===== src/rtl/ep_irq_pkg.sv =====
package ep_irq_pkg;
  parameter int unsigned EP_NBITS = 5;
  parameter int unsigned B_XFER   = 0;
  parameter int unsigned B_EPDIS  = 1;
  parameter int unsigned B_BUSERR = 2;
  parameter int unsigned B_PHASE  = 3;
  parameter int unsigned B_TOKDIS = 4;
  typedef logic [EP_NBITS-1:0] ep_vec_t;
endpackage


===== src/rtl/ep_irq_qualify.sv =====
module ep_irq_qualify
  import ep_irq_pkg::*;
#(
  parameter bit IS_IN = 1'b1
) (
  input  logic    ctl_ep,
  input  logic    dma_en,
  input  logic    sg_en,
  input  logic    fifo_ded,
  input  logic    ev_xfer_done,
  input  logic    ev_desc_close,
  input  logic    desc_ioc,
  input  logic    ev_ep_disabled,
  input  logic    ev_bus_err,
  input  logic    ev_timeout,
  input  logic    ev_setup_done,
  input  logic    ev_out_tok_dis,
  output ep_vec_t set_vec
);
  logic sg_act;
  logic xfer_set;
  logic phase_set;
  logic tokdis_set;

  assign sg_act = dma_en & sg_en;

  always_comb begin
    if (sg_act) xfer_set = ev_desc_close & desc_ioc;
    else        xfer_set = ev_xfer_done;
  end

  generate
    if (IS_IN) begin : g_in
      assign phase_set  = ev_timeout & ctl_ep & fifo_ded & ~sg_act;
      assign tokdis_set = 1'b0;
    end else begin : g_out
      assign phase_set  = ev_setup_done & ctl_ep;
      assign tokdis_set = ev_out_tok_dis & ctl_ep;
    end
  endgenerate

  always_comb begin
    set_vec           = '0;
    set_vec[B_XFER]   = xfer_set;
    set_vec[B_EPDIS]  = ev_ep_disabled;
    set_vec[B_BUSERR] = ev_bus_err & dma_en;
    set_vec[B_PHASE]  = phase_set;
    set_vec[B_TOKDIS] = tokdis_set;
  end
endmodule


===== src/rtl/ep_irq_bit.sv =====
module ep_irq_bit (
  input  logic clk,
  input  logic rst,
  input  logic hw_set,
  input  logic sw_clr,
  output logic q,
  output logic d
);
  // a set wins over a clear arriving in the same cycle
  always_comb begin
    if (hw_set)      d = 1'b1;
    else if (sw_clr) d = 1'b0;
    else             d = q;
  end

  always_ff @(posedge clk) begin
    if (rst) q <= 1'b0;
    else     q <= d;
  end
endmodule


===== src/rtl/ep_irq_mask.sv =====
module ep_irq_mask #(
  parameter int unsigned W = 5
) (
  input  logic         clk,
  input  logic         rst,
  input  logic         load,
  input  logic [W-1:0] din,
  output logic [W-1:0] q,
  output logic [W-1:0] d
);
  assign d = load ? din : q;

  always_ff @(posedge clk) begin
    if (rst) q <= '0;
    else     q <= d;
  end
endmodule


===== src/rtl/ep_irq_status.sv =====
module ep_irq_status
  import ep_irq_pkg::*;
#(
  parameter bit IS_IN = 1'b1
) (
  input  logic                clk,
  input  logic                rst,
  input  logic                ctl_ep,
  input  logic                dma_en,
  input  logic                sg_en,
  input  logic                fifo_ded,
  input  logic                ev_xfer_done,
  input  logic                ev_desc_close,
  input  logic                desc_ioc,
  input  logic                ev_ep_disabled,
  input  logic                ev_bus_err,
  input  logic                ev_timeout,
  input  logic                ev_setup_done,
  input  logic                ev_out_tok_dis,
  input  logic                wr_en,
  input  logic                wr_sel,
  input  logic [EP_NBITS-1:0] wr_data,
  output logic [EP_NBITS-1:0] rd_status,
  output logic [EP_NBITS-1:0] rd_mask,
  output logic                irq
);
  ep_vec_t set_vec;
  ep_vec_t clr_vec;
  ep_vec_t stat_q;
  ep_vec_t stat_d;
  ep_vec_t mask_q;
  ep_vec_t mask_d;
  logic    irq_q;

  ep_irq_qualify #(.IS_IN(IS_IN)) u_qual (
    .ctl_ep        (ctl_ep),
    .dma_en        (dma_en),
    .sg_en         (sg_en),
    .fifo_ded      (fifo_ded),
    .ev_xfer_done  (ev_xfer_done),
    .ev_desc_close (ev_desc_close),
    .desc_ioc      (desc_ioc),
    .ev_ep_disabled(ev_ep_disabled),
    .ev_bus_err    (ev_bus_err),
    .ev_timeout    (ev_timeout),
    .ev_setup_done (ev_setup_done),
    .ev_out_tok_dis(ev_out_tok_dis),
    .set_vec       (set_vec)
  );

  assign clr_vec = (wr_en && !wr_sel) ? wr_data : '0;

  generate
    for (genvar i = 0; i < EP_NBITS; i++) begin : g_bit
      ep_irq_bit u_bit (
        .clk   (clk),
        .rst   (rst),
        .hw_set(set_vec[i]),
        .sw_clr(clr_vec[i]),
        .q     (stat_q[i]),
        .d     (stat_d[i])
      );
    end
  endgenerate

  ep_irq_mask #(.W(EP_NBITS)) u_mask (
    .clk (clk),
    .rst (rst),
    .load(wr_en & wr_sel),
    .din (wr_data),
    .q   (mask_q),
    .d   (mask_d)
  );

  always_ff @(posedge clk) begin
    if (rst) irq_q <= 1'b0;
    else     irq_q <= |(stat_d & mask_d);
  end

  assign rd_status = stat_q;
  assign rd_mask   = mask_q;
  assign irq       = irq_q;
endmodule


===== config.mk =====
export PLATFORM = sky130hd
export DESIGN_NAME = ep_irq_status
export DESIGN_NICKNAME = d
export VERILOG_FILES = /design/src/rtl/ep_irq_pkg.sv /design/src/rtl/ep_irq_qualify.sv /design/src/rtl/ep_irq_bit.sv /design/src/rtl/ep_irq_mask.sv /design/src/rtl/ep_irq_status.sv
export SDC_FILE = /design/constraint.sdc
export NUM_CORES = 1
export LEC_CHECK = 0
export ABC_AREA = 1
export BUFFER_PORTS_ARGS = -buffer_cell sky130_fd_sc_hd__buf_2
export CORE_ASPECT_RATIO = 1.1
export CORE_MARGIN = 8
export CORE_UTILIZATION = 35
export CTS_CLUSTER_SIZE = 16
export DETAILED_ROUTE_END_ITERATION = 16
export MAX_ROUTING_LAYER = met4
export PLACE_DENSITY = 0.78
export SYNTH_ARGS = -nofsm -noshare
export SYNTH_HDL_FRONTEND = slang
export SYNTH_SLANG_ARGS = --single-unit
export TNS_END_PERCENT = 5

===== constraint.sdc =====
create_clock -name clk -period 1.7 [get_ports clk]
set_clock_uncertainty 0.15 [all_clocks]
set_input_delay 0.34 -clock clk [delete_from_list [all_inputs] [get_ports clk]]
set_output_delay 0.34 -clock clk [all_outputs]
set_load 0.01 [all_outputs]

# Word-level counts from Yosys, hierarchy flattened

Index checks and enable logic that the tools add are counted.

Register bits: 11
Output and inout port bits: 11
Word-level logic and storage cells: 31
Input port bits: 21

Bitwise operators: 9
Mux-type cells: 12
Reductions and logical operators: 3

Operators with widths:

| kind               | number |
|---|---|
| 2-to-1 mux 1 bit   | 10 |
| 2-to-1 mux 5 bit   | 2 |
| AND 1 bit          | 7 |
| AND 5 bit          | 1 |
| OR reduction 5 bit | 1 |
| logical AND 1 bit  | 1 |
| logical NOT 1 bit  | 1 |
| inverter 1 bit     | 1 |

# Logic depth before layout (Yosys ltp)

Gate-level depths: netlist of the first run.

Depth after elaboration: 7
Mapped depth: 9
Gate-level depth less buffers: 9

# Hierarchy

A second synthesis of the first run with hierarchy kept.

Cells, all modules: 109
Area total of the unflattened synthesis: 648.1 µm²

Modules (own cells, without submodules):

| module         | instances | cells each | area an instance (µm²) | sequential area each (µm²) |
|---|---|---|---|---|
| ep_irq_mask    | 1         | 41         | 237.7                  | 100.1 |
| ep_irq_bit     | 5         | 6          | 46.3                   | 20.0 |
| ep_irq_status  | 1         | 24         | 110.1                  | 20.0 |
| ep_irq_qualify | 1         | 14         | 68.8                   | 0.0 |

# Worst setup path after synthesis of the first run

Ideal clock, no wire load.

Kind: input-to-reg
Start point: input port wr_en
End point: register irq_q (netlist: irq)
Library setup time: 0.128 ns
Required time: 1.422 ns
Arrival: 0.959 ns
Buffers on the path: 1
Slack: 0.463 ns
Stages: 8
Path through: buf_4 nand2_4 nand2_1 o21a_1 nand2_1 o21ai_2 nor2_1 nor2_1

Word-level cells in the longest chain between the ends: 6
Elaborated cells on any way between the ends: 15
Classes of those cells: mux: 11; bitwise: 2; reduce/logical: 2

Ends and longest elaborated chain:

| element              | line                | RTL |
|---|---|---|
| from (decl)          | ep_irq_status.sv:20 | `input logic wr_en,` |
| logical AND 1 bit    | ep_irq_status.sv:51 | `assign clr_vec = (wr_en && !wr_sel) ? wr_data : '0;` |
| 2-to-1 mux 5 bit     | ep_irq_status.sv:51 |  |
| 2-to-1 mux 1 bit     | ep_irq_bit.sv:12    | `else if (sw_clr) d = 1'b0;` |
| 2-to-1 mux 1 bit     | ep_irq_bit.sv:11    | `if (hw_set) d = 1'b1;` |
| AND 5 bit *          | ep_irq_status.sv:77 | `else irq_q <= \|(stat_d & mask_d);` |
| OR reduction 5 bit * | ep_irq_status.sv:77 |  |
| to (signal assigned) | ep_irq_status.sv:77 |  |
| to (decl)            | ep_irq_status.sv:33 | `logic irq_q;` |

Mark *: on every way between the ends. The rest lies on a longest branch, timed or not.
A chain may end at the register's enable or synchronous reset.

# Worst setup path in the final report of the first run

Start point: register u_mask.q[2]
End point: output port rd_mask[2]

RTL lines:

| element                | line                | RTL |
|---|---|---|
| from (decl)            | ep_irq_mask.sv:8    | `output logic [W-1:0] q,` |
| from (signal assigned) | ep_irq_mask.sv:14   | `if (rst) q <= '0;` |
| from (signal assigned) | ep_irq_mask.sv:15   | `else q <= d;` |
| to (decl)              | ep_irq_status.sv:24 | `output logic [EP_NBITS-1:0] rd_mask,` |

No word-level cell between the ends.

==> results_dict.tcl, run 1 <==
set metrics [dict create \
    nets 130 \
    path_delay_family "flip-flops" \
    critPathArrivalTime_ns 0.75 \
    synth_top_area_share_pct 40.1 \
    placed_area_um2 667 \
    setup_viol_count_final 0 \
    cts-hold-fix-buffers 0 \
    max_freq_ghz 0.809 \
    slowest_delay_ns 0.33 \
    yosysSeqAreaShare_pct 40.1 \
    drt_first_pass_iters 4 \
    synth_area_per_cell_um2 6.70 \
    wl_per_cell_um 10.9 \
    vias_per_cell 4.54 \
    setup_tns_ns 0 \
    path_class "register to output pin" \
    powerDensity_nw_per_um2 827 \
    grt_start_max_net_pins 12 \
    clkLatencyLatePin_ns 0.27 \
    grt_pass1_vias 510 \
    hp-class "input pin to register" \
    finalCritPeriodShare_pct 72.7 \
    cp_num_cells 1 \
    p_leak_nw 0.402 \
    hpwlAfterDp_um 1100 \
    worst_setup_path_start_kind "register" \
    clock_path_buffers 2 \
    min_period_ns 1.24 \
    start_util_pct 36.1 \
    pre_cts_slack_ns 0.322 \
    worst-path-buf-inv 1 \
    finalMaxSlewViolations 0 \
    track_usage_pct 9.47 \
    overflow 0 \
    synth_top_cell_by_area "dfxtp_1" \
    max-cap-violations 0 \
    drc 0 \
    end_kind "output pin" \
    root_buffer "clkbuf_4" \
    diodes 0 \
    rsz0062_at_grt "false" \
    die_w_um 53.8 \
    fin_ws_ns 0.463 \
    hold_viol 0 \
    synth_seq_cells 11 \
    areaGrowthSynthToFinish_pct 26.2 \
    ant_nets 0 \
    cts_tree "done" \
    synthTopCellsByArea "dfxtp_1 (40%), nand2_1 (18%), buf_4 (8.2%)" \
    vias 568 \
    numPortBuffers 29 \
    r2r_cells 7 \
    fin_area_um2 693 \
    cts_sinks 11 \
    synthesis.area_um2 549 \
    clk_pin_slew_ns 0.07 \
    relSlewSlack_pct 85.5 \
    final_layout_size_suffix_gt1_share_pct 32.4 \
    cp.required_ns 1.21 \
    syn_nets 103 \
    fp.dieH_um 57.6 \
    cp_slowest_cell "dfxtp_1" \
    critPathMaxFanout 2 \
    h-tree-depth 1 \
    crit_chain "buf_2" \
    tightest_slew_ns 0.216 \
    status "finished clean" \
    grt_antenna_before_repair 0 \
    grt_pass1_wl_um 2180 \
    die-area_um2 3090 \
    core_um2 1520 \
    io_pins 32 \
    rows 15 \
    post_cts_buffers 0 \
    yosysWarnings 0 \
    holdPathStages 3 \
    cts_inserted_buffers 3 \
    synthCells 82 \
    wl_um 1360 \
    drtIter0Drc 11 \
    place_congestion 0.743 \
    vdd_drop_max_uv 372 \
    netlist-cell-type-count 14 \
    cts-resized-gates 0 \
]
[layer usage]
metal	up-vias	track usage, %	wire [µm]
met2	16	15.3	668
li1	303	-	-
met1	244	9.16	521
met4	0	7.58	51
met3	5	2.34	121
met5	-	-	0
[metrics by stage]
stage	instances	hold WS (ns)	utilization, %	total power, W
2_1_floorplan	82	0.259	-	0.000357
6_report	125	0.170	45.6	0.000573
4_1_cts	125	0.171	45.6	0.000579
3_3_place_gp	121	0.319	43.9	0.000393
5_1_grt	125	0.183	45.6	0.000606
3_5_place_dp	121	0.329	43.9	0.000396
[state kept, by name, summed over array words and instances, names as in the netlist]
signal         cells
g_bit.u_bit.q      5
u_mask.q           5
irq                1
[Yosys cell counts]
library cell / n
nand2_1: 27
dfxtp_1: 11
inv_1: 9
nand3_1: 8
a21oi_1: 6
buf_4: 6
nor2_1: 6
o21a_1: 2
o21ai_1: 2
clkbuf_1: 1
clkinv_1: 1
inv_2: 1
nand2_4: 1
o21ai_2: 1
[logic make-up after synthesis]
| logic type | count (synthesis) | share of synthesized area (%) |
|---|---|---|
| AOI/OAI and AO/OA | 11 | 11.6 |
| buffers and inverters | 18 | 16.4 |
| DFF | 11 | 40.1 |
| and+or+nand+nor | 42 | 31.9 |
[final cells by class]
| class | instances | area, µm² |
|---|---|---|
| Fill cell | 164 | 827 |
| Multi-Input combinational cell | 53 | 239 |
| Sequential cell | 11 | 220 |
| Timing Repair Buffer | 29 | 145 |
| Inverter | 11 | 41.3 |
| Clock buffer | 4 | 26.3 |
| Tap cell | 17 | 21.3 |
[path summary, 6_finish.rpt]
path,slack [ns],startpoint,end
setup / recovery,0.46,u_mask.q[2]$_SDFF_PP0_,rd_mask[2]
hold / removal,0.17,ev_ep_disabled,g_bit[1].u_bit.q$_SDFF_PP0_
setup reg to reg,0.66,u_mask.q[1]$_SDFF_PP0_,irq$_SDFF_PP0_
hold reg to reg,0.34,g_bit[1].u_bit.q$_SDFF_PP0_,g_bit[1].u_bit.q$_SDFF_PP0_
[power by group]
part	total [W]	internal [W]	switching, W
sequential	0.000279	0.000273	0.00000623
combinational	0.000110	0.0000476	0.0000619
clock	0.000184	0.0000911	0.0000932
total	0.000573	0.000412	0.000161
[placed cells by master, fill, tap and decap left out]
master	n
nand2_1	27
nand2_4	1
o21ai_2	1
inv_2	1
clkinv_1	1
nand3_1	8
inv_1	9
buf_2	29
o21ai_1	2
clkbuf_4	3
o21a_1	2
dfxtp_1	11
a21oi_1	6
clkbuf_1	1
nor2_1	6
Power figures use the tool's default switching activity.
==> inputs of run 2 (changes only) <==
Clock period 1.7 ns to 1.27 ns, I/O delays scaled along.
==> results_dict.tcl, run 2 (synthesis gave the netlist of run 1 again) <==
set metrics [dict create \
    nets 130 \
    critPathArrivalTime_ns 0.75 \
    grt_pass1_wl_um 2170 \
    max_freq_ghz 0.864 \
    path_class "register to output pin" \
    timing.rr.end "irq$_SDFF_PP0_" \
    tightest_slew_ns 0.192 \
    cp.required_ns 0.87 \
    overflow 0 \
    slowest_delay_ns 0.34 \
    path_delay_family "flip-flops" \
    use_met1_pct 10.5 \
    post_cts_buffers 0 \
    place_congestion 0.738 \
    final_cell_mix "buf_2 (29), nand2_1 (27), dfxtp_1 (11)" \
    r2r_cells 7 \
    r2r_slack_ns 0.19 \
    die-area_um2 3090 \
    root_buffer "clkbuf_4" \
    max-cap-violations 0 \
    use_met3_pct 1.04 \
    wl_per_cell_um 10.6 \
    powerDensity_nw_per_um2 1110 \
    cts-resized-gates 0 \
    drc 0 \
    drt_first_pass_iters 5 \
    cts-hold-fix-buffers 0 \
    setup_tns_ns 0 \
    hp-class "input pin to register" \
    finalCritPeriodShare_pct 91.1 \
    rsz0062_at_grt "false" \
    diodes 0 \
    crit_chain "buf_2" \
    fp.dieH_um 57.6 \
    rows 15 \
    p_leak_nw 0.402 \
    end_kind "output pin" \
    wl_um 1330 \
    clock_path_buffers 2 \
    grt_pass1_vias 526 \
    cts_tree "done" \
    vias 570 \
    n_fill_cell 160 \
    final_layout_size_suffix_gt1_share_pct 32.4 \
    numPortBuffers 29 \
    vias_per_cell 4.56 \
    hpwlAfterDp_um 1080 \
    status "finished clean" \
    io_pins 32 \
    grt_start_max_net_pins 12 \
    ant_nets 0 \
    setup_viol_count_final 0 \
    die_w_um 53.8 \
    clk_pin_slew_ns 0.07 \
    grt_antenna_before_repair 0 \
    r2r_start "u_mask.q[0]$_SDFF_PP0_" \
    relSlewSlack_pct 87.1 \
    critPathMaxFanout 2 \
    drtIter0Drc 15 \
    vdd_drop_max_uv 341 \
    track_usage_pct 9.42 \
    whs_ns 0.0858 \
    core_um2 1520 \
    h-tree-depth 1 \
    holdPathEnd "g_bit[1].u_bit.q$_SDFF_PP0_" \
    layout_commonest_cell "buf_2" \
    areaGrowthSynthToFinish_pct 26.2 \
    use_met2_pct 14.4 \
    cts_inserted_buffers 3 \
    worst_setup_path_start_kind "register" \
    start_util_pct 36.1 \
    hold_viol 0 \
    min_period_ns 1.16 \
    hp-start "ev_ep_disabled" \
    worst-path-buf-inv 1 \
    cp_slowest_cell "dfxtp_1" \
    clkLatencyLatePin_ns 0.28 \
    finalMaxSlewViolations 0 \
    cts_sinks 11 \
    busiest_layer "met2" \
    holdPathStages 3 \
]
## run 2: cell counts in the layout (fill, tap and decap cells not counted)
No cell type changed its count.
## run 2: worst max-delay path by stage
stage	startpoint	to	slack, ns	cells past startpoint
floorplan	wr_en	irq$_SDFF_PP0_	0.12	8
global placement	wr_en	irq$_SDFF_PP0_	-0.006	7
detailed placement	wr_en	irq$_SDFF_PP0_	-0.02	7
CTS	u_mask.q[2]$_SDFF_PP0_	rd_mask[2]	0.10	1
global route	u_mask.q[0]$_SDFF_PP0_	irq$_SDFF_PP0_	0.07	7
finish	u_mask.q[2]$_SDFF_PP0_	rd_mask[2]	0.11	1
## run 2: final cells by class
cell class | count | area (µm²) | share of cell area, %
Multi-Input combinational cell | 53 | 239 | 34.5
Sequential cell | 11 | 220 | 31.8
Tap cell | 17 | 21.3 | 3.07
Inverter | 11 | 41.3 | 5.96
Clock buffer | 4 | 26.3 | 3.79
Timing Repair Buffer | 29 | 145 | 20.9
## run 2: per-stage QoR
stage,instances,util [%],instance area [µm²],total power [W],worst slack [ns]
global route,125,45.6,693,0.000816,0.0704
global placement,121,43.9,667,0.000525,-0.00579
floorplan,82,-,549,0.000478,0.119
CTS,125,45.6,693,0.000776,0.102
detailed placement,121,43.9,667,0.000529,-0.0230
finish,125,45.6,693,0.000769,0.113
## run 2: routing by layer
layer	vias up	routed length, µm
met5	-	0
met4	0	62
met3	7	75
met2	18	623
met1	243	566
li1	302	-
## run 2: worst min-delay path, cell delays in order
cell and delay (ns):
buf_2 0.09, inv_1 0.06, a21oi_1 0.06
## run 2: power by group
part           internal [W]  total [W]  leakage (nW)  switching (W)
sequential         0.000365   0.000374        0.0906     0.00000835
clock              0.000122   0.000249        0.0150       0.000127
combinational     0.0000638   0.000146         0.296      0.0000824
total              0.000551   0.000769         0.402       0.000218
